File: config.mk
export PLATFORM = sky130hd
export DESIGN_NAME = sdram_burst_reader
export DESIGN_NICKNAME = d
export VERILOG_FILES = /design/src/rtl/sdrb_pkg.sv /design/src/rtl/sdrb_ctrl.sv /design/src/rtl/sdrb_datapath.sv /design/src/rtl/sdram_burst_reader.sv
export SDC_FILE = /design/constraint.sdc
export NUM_CORES = 1
export LEC_CHECK = 0
export ABC_AREA = 1
export ABC_CLOCK_PERIOD_IN_PS = 5400
export BUFFER_PORTS_ARGS = -buffer_cell sky130_fd_sc_hd__clkbuf_2
export CAP_MARGIN = 20
export CORE_ASPECT_RATIO = 0.6
export CORE_UTILIZATION = 45
export DETAILED_ROUTE_END_ITERATION = 16
export HOLD_SLACK_MARGIN = 0.03
export PLACE_DENSITY = 0.73
export SKIP_LAST_GASP = 1
export SLEW_MARGIN = 20
export SYNTH_ARGS = -nofsm -noshare
export SYNTH_HDL_FRONTEND = slang
export SYNTH_SLANG_ARGS = --single-unit
File: constraint.sdc
create_clock -name clk -period 5.4 [get_ports clk]
set_clock_uncertainty 0.2 [all_clocks]
set_input_delay 0.54 -clock clk [delete_from_list [all_inputs] [get_ports clk]]
set_output_delay 0.54 -clock clk [all_outputs]
set_load 0.02 [all_outputs]
File: src/rtl/sdrb_pkg.sv
package sdrb_pkg;

  typedef enum logic [1:0] {
    CMD_DESEL = 2'd0,
    CMD_NOP   = 2'd1,
    CMD_ACT   = 2'd2,
    CMD_READ  = 2'd3
  } memCmd_e;

  typedef struct packed {
    memCmd_e cmd;
    logic    latchReq;
    logic    rowPhase;
    logic    colPhase;
    logic    capture;
    logic    lastBeat;
    logic    maskOn;
    logic    wide;
  } dpStrobe_t;

endpackage

File: src/rtl/sdrb_ctrl.sv
module sdrb_ctrl
  import sdrb_pkg::*;
#(
  parameter int BURST_BYTES = 16
) (
  input  logic       clk,
  input  logic       rstN,
  input  logic       reqValid,
  input  logic [1:0] cfgRcd,
  input  logic [1:0] cfgCasLat,
  input  logic [1:0] cfgTrp,
  input  logic       cfgWide,
  output dpStrobe_t  strobe,
  output logic       busy,
  output logic       done
);
  localparam int BEATS_WIDE   = BURST_BYTES / 4;
  localparam int BEATS_NARROW = BURST_BYTES / 2;
  localparam int CNT_W        = $clog2(BEATS_NARROW) + 1;

  typedef enum logic [2:0] {
    ST_IDLE, ST_ACT, ST_RCDW, ST_RD, ST_CLW, ST_DATA, ST_DEND, ST_PRE
  } state_e;

  state_e          state;
  logic [CNT_W-1:0] cnt;
  logic [1:0]      rcdQ, clQ, trpQ;
  logic            wideQ;
  logic [2:0]      tapLen;
  logic [CNT_W-1:0] beatsLast;

  assign tapLen    = (clQ == 2'd0) ? ({1'b0, trpQ} + 3'd1) : {1'b0, trpQ};
  assign beatsLast = wideQ ? CNT_W'(BEATS_WIDE - 1) : CNT_W'(BEATS_NARROW - 1);

  always_ff @(posedge clk or negedge rstN) begin
    if (!rstN) begin
      state <= ST_IDLE;
      cnt   <= '0;
      rcdQ  <= '0;
      clQ   <= '0;
      trpQ  <= '0;
      wideQ <= 1'b0;
    end else begin
      unique case (state)
        ST_IDLE: if (reqValid) begin
          state <= ST_ACT;
          rcdQ  <= cfgRcd;
          clQ   <= cfgCasLat;
          trpQ  <= cfgTrp;
          wideQ <= cfgWide;
        end
        ST_ACT: if (rcdQ == 2'd0) state <= ST_RD;
                else begin
                  state <= ST_RCDW;
                  cnt   <= CNT_W'(rcdQ) - CNT_W'(1);
                end
        ST_RCDW: if (cnt == '0) state <= ST_RD;
                 else cnt <= cnt - CNT_W'(1);
        ST_RD: if (clQ == 2'd0) begin
                 state <= ST_DATA;
                 cnt   <= beatsLast;
               end else begin
                 state <= ST_CLW;
                 cnt   <= CNT_W'(clQ) - CNT_W'(1);
               end
        ST_CLW: if (cnt == '0) begin
                  state <= ST_DATA;
                  cnt   <= beatsLast;
                end else cnt <= cnt - CNT_W'(1);
        ST_DATA: if (cnt == '0) state <= ST_DEND;
                 else cnt <= cnt - CNT_W'(1);
        ST_DEND: if (tapLen == 3'd0) state <= ST_IDLE;
                 else begin
                   state <= ST_PRE;
                   cnt   <= CNT_W'(tapLen) - CNT_W'(1);
                 end
        ST_PRE: if (cnt == '0) state <= ST_IDLE;
                else cnt <= cnt - CNT_W'(1);
        default: state <= ST_IDLE;
      endcase
    end
  end

  always_comb begin
    strobe          = '0;
    strobe.cmd      = CMD_DESEL;
    strobe.wide     = wideQ;
    strobe.latchReq = (state == ST_IDLE) && reqValid;
    unique case (state)
      ST_IDLE: strobe.cmd = CMD_DESEL;
      ST_ACT: begin
        strobe.cmd      = CMD_ACT;
        strobe.rowPhase = 1'b1;
      end
      ST_RD: begin
        strobe.cmd      = CMD_READ;
        strobe.colPhase = 1'b1;
        strobe.maskOn   = 1'b1;
      end
      ST_CLW: begin
        strobe.cmd    = CMD_NOP;
        strobe.maskOn = 1'b1;
      end
      ST_DATA: begin
        strobe.cmd      = CMD_NOP;
        strobe.maskOn   = 1'b1;
        strobe.capture  = 1'b1;
        strobe.lastBeat = (cnt == '0);
      end
      default: strobe.cmd = CMD_NOP;
    endcase
  end

  assign busy = (state != ST_IDLE);
  assign done = ((state == ST_PRE) && (cnt == '0)) ||
                ((state == ST_DEND) && (tapLen == 3'd0));

  // the final-cycle pulse only occurs inside an access
  p_done_in_busy_r7: assert property (@(posedge clk) disable iff (!rstN)
    done |-> busy);
  // the access is over right after the final-cycle pulse
  p_done_ends_r7: assert property (@(posedge clk) disable iff (!rstN)
    done |=> !busy);
  // captures stop before the data-end cycle
  p_last_beat_r5: assert property (@(posedge clk) disable iff (!rstN)
    (strobe.capture && strobe.lastBeat) |=> (busy && !strobe.capture));

endmodule

File: src/rtl/sdrb_datapath.sv
module sdrb_datapath
  import sdrb_pkg::*;
#(
  parameter int BANK_W = 2,
  parameter int ROW_W  = 13,
  parameter int COL_W  = 9,
  parameter int ADDR_W = 13,
  parameter int DATA_W = 32,
  parameter int AP_BIT = 10
) (
  input  logic              clk,
  input  logic              rstN,
  input  dpStrobe_t         strobe,
  input  logic [BANK_W-1:0] reqBank,
  input  logic [ROW_W-1:0]  reqRow,
  input  logic [COL_W-1:0]  reqCol,
  input  logic [DATA_W-1:0] memDq,
  output logic              memCsN,
  output logic              memRasN,
  output logic              memCasN,
  output logic              memWeN,
  output logic [DATA_W/8-1:0] memDqm,
  output logic [ADDR_W-1:0] memAddr,
  output logic [BANK_W-1:0] memBank,
  output logic [DATA_W-1:0] dataOut,
  output logic              dataValid,
  output logic              xferAck
);
  localparam int LANES = DATA_W / 8;
  localparam int HALF  = DATA_W / 2;
  localparam logic [LANES-1:0] MASK_NARROW = {{(LANES/2){1'b1}}, {(LANES/2){1'b0}}};

  logic [BANK_W-1:0] bankQ;
  logic [ROW_W-1:0]  rowQ;
  logic [COL_W-1:0]  colQ;
  logic [DATA_W-1:0] laneData;

  always_ff @(posedge clk or negedge rstN) begin
    if (!rstN) begin
      bankQ <= '0;
      rowQ  <= '0;
      colQ  <= '0;
    end else if (strobe.latchReq) begin
      bankQ <= reqBank;
      rowQ  <= reqRow;
      colQ  <= reqCol;
    end
  end

  always_comb begin
    {memCsN, memRasN, memCasN, memWeN} = 4'b1111;
    unique case (strobe.cmd)
      CMD_NOP:  {memCsN, memRasN, memCasN, memWeN} = 4'b0111;
      CMD_ACT:  {memCsN, memRasN, memCasN, memWeN} = 4'b0011;
      CMD_READ: {memCsN, memRasN, memCasN, memWeN} = 4'b0101;
      default:  {memCsN, memRasN, memCasN, memWeN} = 4'b1111;
    endcase
  end

  always_comb begin
    memAddr = '0;
    if (strobe.rowPhase) memAddr = ADDR_W'(rowQ);
    else if (strobe.colPhase) memAddr = ADDR_W'(colQ) | (ADDR_W'(1) << AP_BIT);
  end

  assign memBank  = bankQ;
  assign memDqm   = !strobe.maskOn ? '1 : (strobe.wide ? '0 : MASK_NARROW);
  assign laneData = strobe.wide ? memDq : {{(DATA_W-HALF){1'b0}}, memDq[HALF-1:0]};

  always_ff @(posedge clk or negedge rstN) begin
    if (!rstN) begin
      dataOut   <= '0;
      dataValid <= 1'b0;
      xferAck   <= 1'b0;
    end else begin
      dataValid <= strobe.capture;
      xferAck   <= strobe.capture && strobe.lastBeat;
      if (strobe.capture) dataOut <= laneData;
    end
  end

  // the acknowledge strobe rides on a valid word
  p_ack_with_data_r8: assert property (@(posedge clk) disable iff (!rstN)
    xferAck |-> dataValid);
  // the read command carries the auto-precharge bit
  p_a10_on_read_r3: assert property (@(posedge clk) disable iff (!rstN)
    (!memCsN && memRasN && !memCasN) |-> memAddr[AP_BIT]);
  // an activate is never followed at once by another activate
  p_single_act_r2: assert property (@(posedge clk) disable iff (!rstN)
    (!memCsN && !memRasN && memCasN) |=> !(!memCsN && !memRasN && memCasN));

endmodule

File: src/rtl/sdram_burst_reader.sv
module sdram_burst_reader
  import sdrb_pkg::*;
#(
  parameter int BANK_W      = 2,
  parameter int ROW_W       = 13,
  parameter int COL_W       = 9,
  parameter int ADDR_W      = 13,
  parameter int DATA_W      = 32,
  parameter int BURST_BYTES = 16
) (
  input  logic                clk,
  input  logic                rstN,
  input  logic                reqValid,
  input  logic [BANK_W-1:0]   reqBank,
  input  logic [ROW_W-1:0]    reqRow,
  input  logic [COL_W-1:0]    reqCol,
  input  logic [1:0]          cfgRcd,
  input  logic [1:0]          cfgCasLat,
  input  logic [1:0]          cfgTrp,
  input  logic                cfgWide,
  output logic                memCsN,
  output logic                memRasN,
  output logic                memCasN,
  output logic                memWeN,
  output logic [DATA_W/8-1:0] memDqm,
  output logic [ADDR_W-1:0]   memAddr,
  output logic [BANK_W-1:0]   memBank,
  input  logic [DATA_W-1:0]   memDq,
  output logic [DATA_W-1:0]   dataOut,
  output logic                dataValid,
  output logic                xferAck,
  output logic                busy,
  output logic                done
);
  dpStrobe_t strobe;

  sdrb_ctrl #(.BURST_BYTES(BURST_BYTES)) ctrl_i (
    .clk(clk), .rstN(rstN), .reqValid(reqValid),
    .cfgRcd(cfgRcd), .cfgCasLat(cfgCasLat), .cfgTrp(cfgTrp), .cfgWide(cfgWide),
    .strobe(strobe), .busy(busy), .done(done)
  );

  sdrb_datapath #(
    .BANK_W(BANK_W), .ROW_W(ROW_W), .COL_W(COL_W),
    .ADDR_W(ADDR_W), .DATA_W(DATA_W), .AP_BIT(10)
  ) dp_i (
    .clk(clk), .rstN(rstN), .strobe(strobe),
    .reqBank(reqBank), .reqRow(reqRow), .reqCol(reqCol), .memDq(memDq),
    .memCsN(memCsN), .memRasN(memRasN), .memCasN(memCasN), .memWeN(memWeN),
    .memDqm(memDqm), .memAddr(memAddr), .memBank(memBank),
    .dataOut(dataOut), .dataValid(dataValid), .xferAck(xferAck)
  );

  // the chip is deselected whenever no access runs
  p_idle_deselect_r11: assert property (@(posedge clk) disable iff (!rstN)
    !busy |-> memCsN);
  // an activate only appears in the first cycle of an access
  p_act_after_idle_r9: assert property (@(posedge clk) disable iff (!rstN)
    (!memCsN && !memRasN && memCasN) |-> !$past(busy));

endmodule

==> metrics.txt <==
Hold Path Class=in2async; IO Pins=125; Place WS=3.00 ns; CTS tree=done; Rows=24; Max Root-Sink Buffers=2; TritonCTS Buffers=9; Avg WL per Cell=12.6 um; Final min period=2.77 ns; P&R area growth vs syn=25.9%; Skew-Pair Late Insertion Delay=0.33 ns; Remaining DRCs=0; die area=8110 sq um; die width=116 um; H-tree levels=3; Nets=600; # diodes=0; Final Wtd Congestion=0.825; Reg2Reg Depth=5; Min Hold Slack=0.122 ns; core outline area=7390 sq um; via density per instance=4.74; Crit Path Class=reg2out; Crit Reg-Reg Startpoint=ctrl_i.state[1]; vias in the first global route=2787; global-route wire length before repair=13.2 mm; Starting DRT DRC Count=230; R2R Setup Slk=3.21 ns; Syn. warnings=0; Post-CTS Setup Inserts=0; Setup TNS=0 ns; top achievable clock speed=361 MHz; Static Leakage=0.00247 uW; worst path required time=4.66 ns; global route overflow=0; syn_nets=484; effective utilization at floorplan=47.2%; Worst Setup Start Kind=flip-flop; worst vdd ir=375 uV; Max-Cap Viols=0; final setup vio count=0; final hold vios=0; fin crit share=51.3%; largest net degree at the start of global routing=73; Seq/Total Area, Yosys=51.7%; router iterations before antenna repair=5; clock sinks=72; synthesis-stage register bit count=72; commonest non-fill, non-tap cell in the layout=nand2_1; reg2reg end=ctrl_i.trpQ[0]; Crit path arrival time=2.03 ns; Least-Margin Pin Slew=0.941 ns; status=complete, no violations; HPWL after detailed placement=5.70 mm; share of cells above drive strength 1=30.5%; count of different cell masters after synthesis=28; final WL=7.98 mm; overall global routing resource usage=21.7%; Root Buffer=clkbuf_16; Pins Over Slew Limit=0; worst-path fanout max=9; Mapped Cells=411; CP endpoint kind=output port; CTS clk-pin slew, worst paths=0.05 ns; Die Y=70.2 um; RSZ-0062 raised after global routing=no; setup slack after layout=2.63 ns; cell area after synthesis=3480 sq um; initial antenna violation count=0; vias post-DR=3013; IO buf count=123; Synth Area per Inst=8.48 sq um; relative slew slack=37.0%; post-route antenna net violation count=0; commonest cells after routing, fill and taps aside=nand2_1, clkbuf_2, dfrtp_1; power per cell area=663 nW/um^2; post-CTS resize count=0; Hold-fix buffers, CTS=0
power breakdown:
part           leakage [uW]  internal, uW  total, uW  switching (uW)
clock network      0.000145           365        572             207
registers          0.000871           799        975             177
logic               0.00146           486       1360             875
total               0.00247          1650       2910            1260
cells in the mapped netlist:
library cell / n / area [sq um]
nand2_1: 131 / 492
dfrtp_1: 72 / 1800
nor2_1: 44 / 165
inv_1: 38 / 143
o21ai_0: 32 / 160
a21oi_1: 20 / 100
nand3_1: 16 / 80.1
mux2_4: 8 / 120
ha_1: 7 / 87.6
mux2_2: 7 / 78.8
buf_4: 6 / 45.0
buf_6: 6 / 67.6
clkbuf_1: 4 / 15.0
buf_2: 3 / 15.0
inv_2: 2 / 7.51
nand2_2: 2 / 12.5
nor3_1: 2 / 10.0
and2_1: 1 / 6.26
clkinv_1: 1 / 3.75
conb_1: 1 / 3.75
inv_6: 1 / 8.76
nand2_4: 1 / 11.3
nand3_2: 1 / 10.0
nor2_2: 1 / 6.26
nor2_4: 1 / 11.3
o211ai_1: 1 / 7.51
or2_0: 1 / 6.26
xor2_1: 1 / 8.76
cell families after synthesis:
group	share of synthesized area [%]
adder cells (fa/ha/maj)	2.51
flip-flops	51.7
multiplexers	5.71
buffers and inverters	8.76
AO/OA/AOI/OAI	7.68
AND/OR/NAND/NOR	23.3
other	0.108
XOR/XNOR	0.251
flip-flops by register name, summed over array words and instances (netlist names):
signal	cells
ctrl_i.clQ	2
dp_i.xferAck	1
dp_i.rowQ	13
ctrl_i.cnt	4
dp_i.dataValid	1
dp_i.memBank	2
ctrl_i.state	3
dp_i.colQ	9
ctrl_i.trpQ	2
dp_i.dataOut	32
ctrl_i.wideQ	1
ctrl_i.rcdQ	2
worst max-delay path: stages, from the launching register on:
cell	delay, ns
dfrtp_1	0.51
inv_1	0.16
nand3_1	0.28
clkinv_1	0.31
nand2_1	0.14
o21ai_0	0.11
clkbuf_2	0.19
metrics by stage:
step	cells	utilization (%)	total power, uW	instance area [sq um]
2_1_floorplan	411	-	1960	3480
3_3_place_gp	620	55.5	2300	4100
3_5_place_dp	620	55.5	2340	4100
4_1_cts	635	59.4	2930	4390
5_1_grt	635	59.4	3150	4390
6_report	635	59.4	2910	4390
layer usage:
metal / track usage (%) / part of all wire, % / vias up
met4: 8.37 / 2.1 / 0
li1: - / - / 1513
met5: 0 / 0 / -
met2: 29.2 / 43 / 113
met3: 7.12 / 7.0 / 12
met1: 31.9 / 48 / 1375
worst max path at each step:
stage               startpoint         end  slack, ns  cells past startpoint
2_1_floorplan  ctrl_i.state[2]  memAddr[3]       3.13                      5
3_3_place_gp   ctrl_i.state[2]   memDqm[2]       3.09                      7
3_5_place_dp   ctrl_i.state[2]   memDqm[3]       3.00                      7
4_1_cts        ctrl_i.state[2]   memDqm[3]       2.63                      7
5_1_grt        ctrl_i.state[2]  memAddr[4]       2.45                      6
6_report       ctrl_i.state[2]  memAddr[7]       2.63                      6
layout make-up:
cell class	count	area, sq um
Fill cell	670	3000
Sequential cell	72	1800
Multi-Input combinational cell	278	1380
Timing Repair Buffer	124	626
Clock buffer	11	243
Inverter	42	163
Tap cell	104	130
Clock inverter	4	45.0
(Power assumes the default switching activity.)
